**config.mk**
```make
export PLATFORM = sky130hd
export DESIGN_NAME = rstcmd_seq
export DESIGN_NICKNAME = d
export VERILOG_FILES = /design/src/rtl/rstcmd_seq.sv
export SDC_FILE = /design/constraint.sdc
export NUM_CORES = 1
export LEC_CHECK = 0
export BUFFER_PORTS_ARGS = -buffer_cell sky130_fd_sc_hd__buf_2
export CELL_PAD_IN_SITES_DETAIL_PLACEMENT = 1
export CELL_PAD_IN_SITES_GLOBAL_PLACEMENT = 2
export CORE_MARGIN = 4
export CORE_UTILIZATION = 15
export CTS_BUF_LIST = sky130_fd_sc_hd__clkbuf_8
export DETAILED_ROUTE_END_ITERATION = 12
export GPL_TIMING_DRIVEN = 0
export PLACE_DENSITY_LB_ADDON = 0.1
export SLEW_MARGIN = 5
export SYNTH_ARGS = -nofsm -noshare
export SYNTH_HDL_FRONTEND = slang
export SYNTH_SLANG_ARGS = --single-unit
```
**constraint.sdc**
```tcl
create_clock -name clk -period 1 [get_ports clk]
set_input_delay 0.15 -clock clk [delete_from_list [all_inputs] [get_ports clk]]
set_output_delay 0.15 -clock clk [all_outputs]
set_load 0.05 [all_outputs]
```
**src/rtl/rstcmd_seq.sv**
```systemverilog
module rstcmd_seq #(
  parameter int ADDR_W = 8,
  parameter int DATA_W = 8,
  parameter logic [ADDR_W-1:0] CMD_ADDR = 8'h1D,
  parameter logic [DATA_W-1:0] CMD_DATA = 8'h55
) (
  input  logic              clk,
  input  logic              por_n,
  input  logic              wr_en,
  input  logic [ADDR_W-1:0] wr_addr,
  input  logic [DATA_W-1:0] wr_data,
  input  logic              rst_enable,
  output logic              clr_elapsed,
  output logic              clr_events,
  output logic              clr_cfg_flags,
  output logic              commit_req,
  output logic              cfg_lock
);

  logic armed, done, fire;

  wire hit_addr = wr_en && (wr_addr == CMD_ADDR);
  wire cmd_ok   = hit_addr && (wr_data == CMD_DATA) && rst_enable && !done;
  wire bad_val  = hit_addr && (wr_data != CMD_DATA);

  always_ff @(posedge clk or negedge por_n) begin
    if (!por_n) begin
      armed <= 1'b0;
      done  <= 1'b0;
      fire  <= 1'b0;
    end else begin
      fire <= armed && cmd_ok;
      if (armed && cmd_ok) begin
        done  <= 1'b1;
        armed <= 1'b0;
      end else if (bad_val || done) begin
        armed <= 1'b0;
      end else if (cmd_ok) begin
        armed <= 1'b1;
      end
    end
  end

  assign clr_elapsed   = fire;
  assign clr_events    = fire;
  assign clr_cfg_flags = fire;
  assign commit_req    = fire;
  assign cfg_lock      = done;

  p_single_pulse_r7: assert property (@(posedge clk) disable iff (!por_n)
    commit_req |=> !commit_req);
  p_lock_sticky_r8: assert property (@(posedge clk) disable iff (!por_n)
    cfg_lock |=> cfg_lock);
  p_lock_with_pulse_r8: assert property (@(posedge clk) disable iff (!por_n)
    $rose(cfg_lock) |-> (clr_elapsed && commit_req));
  p_no_refire_r9: assert property (@(posedge clk) disable iff (!por_n)
    cfg_lock |=> !clr_elapsed);
  p_needs_enable_r5: assert property (@(posedge clk) disable iff (!por_n)
    $rose(clr_events) |-> $past(rst_enable && wr_en));

endmodule

```
=== Word level (Yosys, flattened, before mapping) ===
Index checks and enable logic that the tools add are counted.

* Register bits after elaboration: 3
* Memories kept: 0
* Bits in writable memories: 0
* ROM bits: 0
* Latch bits: 0
* Word-level logic and storage cells: 18
* Output and inout port bits: 5
* Input port bits: 20

* $add $sub $neg: 0
* $mul: 0
* Equality and inequality tests: 3
* Shift operators: 0
* Reduce and logical (&&, ||, !) cells: 9
* Divide/modulo/power cells: 0
* Muxes and demuxes: 3
* Magnitude comparators: 0
* Bitwise logic cells: 0

{| class="wikitable"
|+ Operators with widths
! cell !! count
|-
| $eq A8 B5 Y1 const B || 1
|-
| $eq A8 B7 Y1 const B || 1
|-
| $ne A8 B7 Y1 const B || 1
|-
| $logic_and A1 B1 Y1 || 6
|-
| $mux W1 || 3
|-
| $reduce_bool A3 Y1 || 1
|-
| $logic_not A1 Y1 || 1
|-
| $logic_or A1 B1 Y1 || 1
|}

=== Depth between registers and ports, before layout ===
* Word-level depth: 8
* Gate-level depth with buffers: 3
* Depth with buffers taken out: 3

=== Worst setup path before layout ===
Ideal clock, no wire load.

* Path kind: register -> register
* Start point: register done (netlist: cfg_lock)
* End point: register armed
* Setup time: 0.087 ns
* Arrival: 1.063 ns
* Setup slack: -0.150 ns
* Cell stages (with the launch flop): 4
* Data required time: 0.913 ns
* Clock period less this slack: 1.150 ns
* Buffers on the path: 0
* Cells stage by stage: dfrtp_1 -> nor3b_1 -> nand3_1 -> o211ai_1

* Cells in the longest elaborated chain, start to end: 4
* Elaborated cells between the ends (all ways): 7
* Classes of those cells: mux: 2; reduce/logical: 5

{| class="wikitable"
|+ RTL lines
! element !! line !! RTL
|-
| from (decl) || 20 || <nowiki>logic armed, done, fire;</nowiki>
|-
| from (signal assigned) || 29 || <nowiki>done <= 1'b0;</nowiki>
|-
| from (signal assigned) || 34 || <nowiki>done <= 1'b1;</nowiki>
|-
| $logic_not A1 Y1 || 23 || <nowiki>wire cmd_ok = hit_addr && (wr_data == CMD_DATA) && rst_enable && !done;</nowiki>
|-
| $logic_and A1 B1 Y1 || 23 ||
|-
| $logic_and A1 B1 Y1 || 33 || <nowiki>if (armed && cmd_ok) begin</nowiki>
|-
| $reduce_bool A3 Y1 (no line) or $mux W1 (tied branches) || n/a ||
|-
| to (signal assigned) || 28 || <nowiki>armed <= 1'b0;</nowiki>
|-
| to (signal assigned) || 35 || <nowiki>armed <= 1'b0;</nowiki>
|-
| to (signal assigned) || 37 || <nowiki>armed <= 1'b0;</nowiki>
|-
| to (decl) || 20 ||
|}

Several ways; a longest one is shown, not always the timed one.
A chain may end at the register's enable or synchronous reset.

=== Final worst setup path ===
* Start point: register fire (netlist: clr_cfg_flags)
* End point: output port clr_elapsed

{| class="wikitable"
|+ RTL lines
! element !! line !! RTL
|-
| from (decl) || 20 ||
|-
| from (signal assigned) || 32 || <nowiki>fire <= armed && cmd_ok;</nowiki>
|-
| to (decl) || 13 || <nowiki>output logic clr_elapsed,</nowiki>
|}

No word-level cell between the ends.

==> summary.md <==
| Metric | Value |
|---|---|
| Mapped Cells | `22` |
| Hold Vio Cnt, Final | `0` |
| Finished Layout Cells | `between 60 and 70` |
| Die Span X | `~46 um` |
| Vias per cell | `4.39` |
| Worst Skew | `roughly 0.000031 ns` |
| Number of antenna diodes | `0` |
| Most common library cells after synthesis | `3 x buf_4, 3 x dfrtp_1, 2 x nand4_1, 2 x nor2_1, 2 x nor4bb_1` |
| Total number of vias | `290` |
| Drt pass-1 iters | `3` |
| GR Overflow Total | `0` |
| Hpwl dp | `approximately 640 um` |
| I/O pins | `25` |
| Critical Path Sink Type | `output pin` |
| CP Class | `reg2out` |
| Layout cell share with drive strength beyond 1 | `about 76%` |
| Antenna-violating nets left | `0` |
| Int Power | `427 uW` |
| NetSw | `98.0 uW` |
| Initial DRC count | `1` |
| Yosys cell types | `15` |
| CTS Root Cell | `clkbuf_8` |
| WP buf/inv | `2` |
| Run status | `complete, but fails checks` |
| Synth Flop Type | `dfrtp_1` |
| Clock power frac | `64.8%` |
| Site Rows | `13` |
| Min-delay worst type | `in2reg` |
| Crit-path cells | `buf_6, buf_8` |
| Post-synth EDFFs | `0` |
| CP max-delay cell | `dfrtp_2` |
| Pwr/cell area | `1060 nW/um2` |
| Slew @ Worst Pin | `0.357 ns` |
| Flops & latches, synth | `3` |
| Mapped cell area | `216 um2` |
| Switching share of total power | `18.7%` |
| Net count reported at finish | `72` |
| Critical path launch point type | `register` |
| Worst EP required | `0.85 ns` |
| Max Root-Sink Buffers | `2` |
| Combinational share of power | `11.9%` |
| Initial antenna violation count | `0` |
| Mean cell area of the mapped netlist | `9.84 um2` |
| First-pass GRT wire length | `1140 um` |
| Top cells by area, synth | `dfrtp_1 35%, buf_4 10%, nor4bb_1 9.2%, nand4_1 5.8%, or3_4 5.2%` |
| Clk Latency, worst-skew pair | `0.21 ns` |
| Final min period | `between 1 and 1.5 ns` |
| Relative max-transition margin | `between 70% and 80%` |
| Cts bufs inserted | `3` |
| Final core occ | `between 30% and 40%` |
| H-tree levels | `1` |
| Peak VDD IR | `0.000600 V` |
| Ys async rst share | `100%` |
| CTS tree | `yes` |
| DIE AREA | `2110 um2` |
| Slew Limit Fails | `0` |
| Sink Count | `3` |
| Hold WS | `0.246 ns` |
| Largest area contributor in the netlist | `dfrtp_1` |
| Number of global-route vias before repair | `between 200 and 300` |
| Top-area cell type share of the netlist area | `34.7%` |
| Setup slack at placement | `-0.236 ns` |
| CP top delay family | `flip-flops` |
| Failing checks | `setup timing` |
| Synth Warn # | `0` |
| Syn Nets | `42` |
| Reg power frac | `23.3%` |
| Setup TNS | `-0.212 ns` |
| Sequential area share after synthesis | `34.7%` |
| LEAKAGE | `0.232 nW` |
| Worst Setup Slack, final | `-0.0583 ns` |
| Fmax | `945 MHz` |
| Final Instance Area | `between 400 and 500 um2` |
| Final setup vio count | `5` |
| Max Cap Viol | `0` |
| Die height | `46.0 um` |
| Core area | `1330 um2` |
| Initial core utilization | `16.2%` |
| Crit-path max cell delay | `approximately 0.43 ns` |
| WL final | `793 um` |
| Total track usage | `8.36%` |
| RSZ-0062 raised after global routing | `yes` |
| Port Buffers | `24` |
| Syn-to-layout area delta | `128%` |
| Worst Path Arrival | `0.91 ns` |
| Reg-to-reg slack, setup | `0.04 ns` |
| Placed inst area | `358 um2` |
| Largest net degree at the start of global routing | `6` |
| Fill cell count | `162` |
| Post-route clock period utilization | `106%` |
| Gpl congestion | `a little over 0.6` |
| Clock transition at the registers of the reported paths | `roughly 0.03 ns` |
| Cells after DPL | `61` |
| Crit Path Max Fanout | `4` |
| Wirelength per Cell | `between 10 and 15 um` |
| Post-CTS setup repair buffer count | `0` |
| Residual DRC | `0` |
| Pwr Total | `between 500 and 600 uW` |
-- logic make-up (layout without fill, tap and decap cells) --
logic type             count (synthesis)  after routing  share of synthesized area [%]
AOI/OAI and AO/OA                      3              3                           10.4
buffers and inverters                  3             32                           10.4
DFF                                    3              3                           34.7
and+or+nand+nor                       13             13                           44.5
-- worst register-to-register path: stages (launching register included) --
cell      delay [ns]
dfrtp_2         0.45
nor3b_2         0.17
nand3_1         0.09
o211ai_1        0.17
-- power groups by stage --
stage | Combinational, mW | Clock [mW] | Sequential (mW)
detailed placement | 0.0510 | 0 | 0.124
floorplan | 0.0130 | 0 | 0.124
global route | 0.0689 | 0.369 | 0.122
finish | 0.0624 | 0.341 | 0.122
CTS | 0.0591 | 0.353 | 0.122
global placement | 0.0484 | 0 | 0.124
-- worst paths after layout --
check / start / to / cells after the start
setup / recovery: clr_cfg_flags$_DFF_PN0_ / clr_elapsed / 2
setup reg to reg: cfg_lock$_DFFE_PN0P_ / armed$_DFFE_PN0P_ / 3
max in group asynchronous: por_n / clr_cfg_flags$_DFF_PN0_ / 2
hold reg to reg: cfg_lock$_DFFE_PN0P_ / cfg_lock$_DFFE_PN0P_ / 1
hold / removal: rst_enable / clr_cfg_flags$_DFF_PN0_ / 3
min in group asynchronous: por_n / armed$_DFFE_PN0P_ / 2
-- flip-flops by register name, indices dropped and copies added (netlist names) --
name	cells
armed	1
cfg_lock	1
clr_cfg_flags	1
-- placed cells by master (no fill, tap or decap), types with 2 or more instances in the layout --
cell type and n:
nor4bb_2 2, dfrtp_2 2, clkbuf_8 3, buf_2 19, buf_6 5, nand4_1 2
buf_8 3, nor2_1 2
-- repair_timing --
| item | in CTS | in global routing |
|---|---|---|
| endpoints found under the hold margin | 3 | 0 |
| pin swaps | 0 | 4 |
| gates resized for setup | 18 | 3 |
| endpoints found under the setup margin | 7 | 6 |
| hold buffers | 1 | 0 |
-- per-layer routing --
metal	track usage, %	routed length [um]	up-vias
li1	-	-	139
met5	0	0	-
met3	1.98	112	2
met2	13.2	380	25
met4	10.2	19	0
met1	7.94	280	124
-- layout make-up --
type / instances / area (um2) / area share (%)
clock buffer: 3 / 41.3 / 8.35
timing repair buffer: 25 / 173 / 34.9
multi-input combinational: 16 / 146 / 29.6
sequential: 3 / 77.6 / 15.7
buffer: 3 / 33.8 / 6.84
tap: 15 / 18.8 / 3.80
clock inverter: 1 / 3.75 / 0.759
Power figures use the tool's default switching activity.
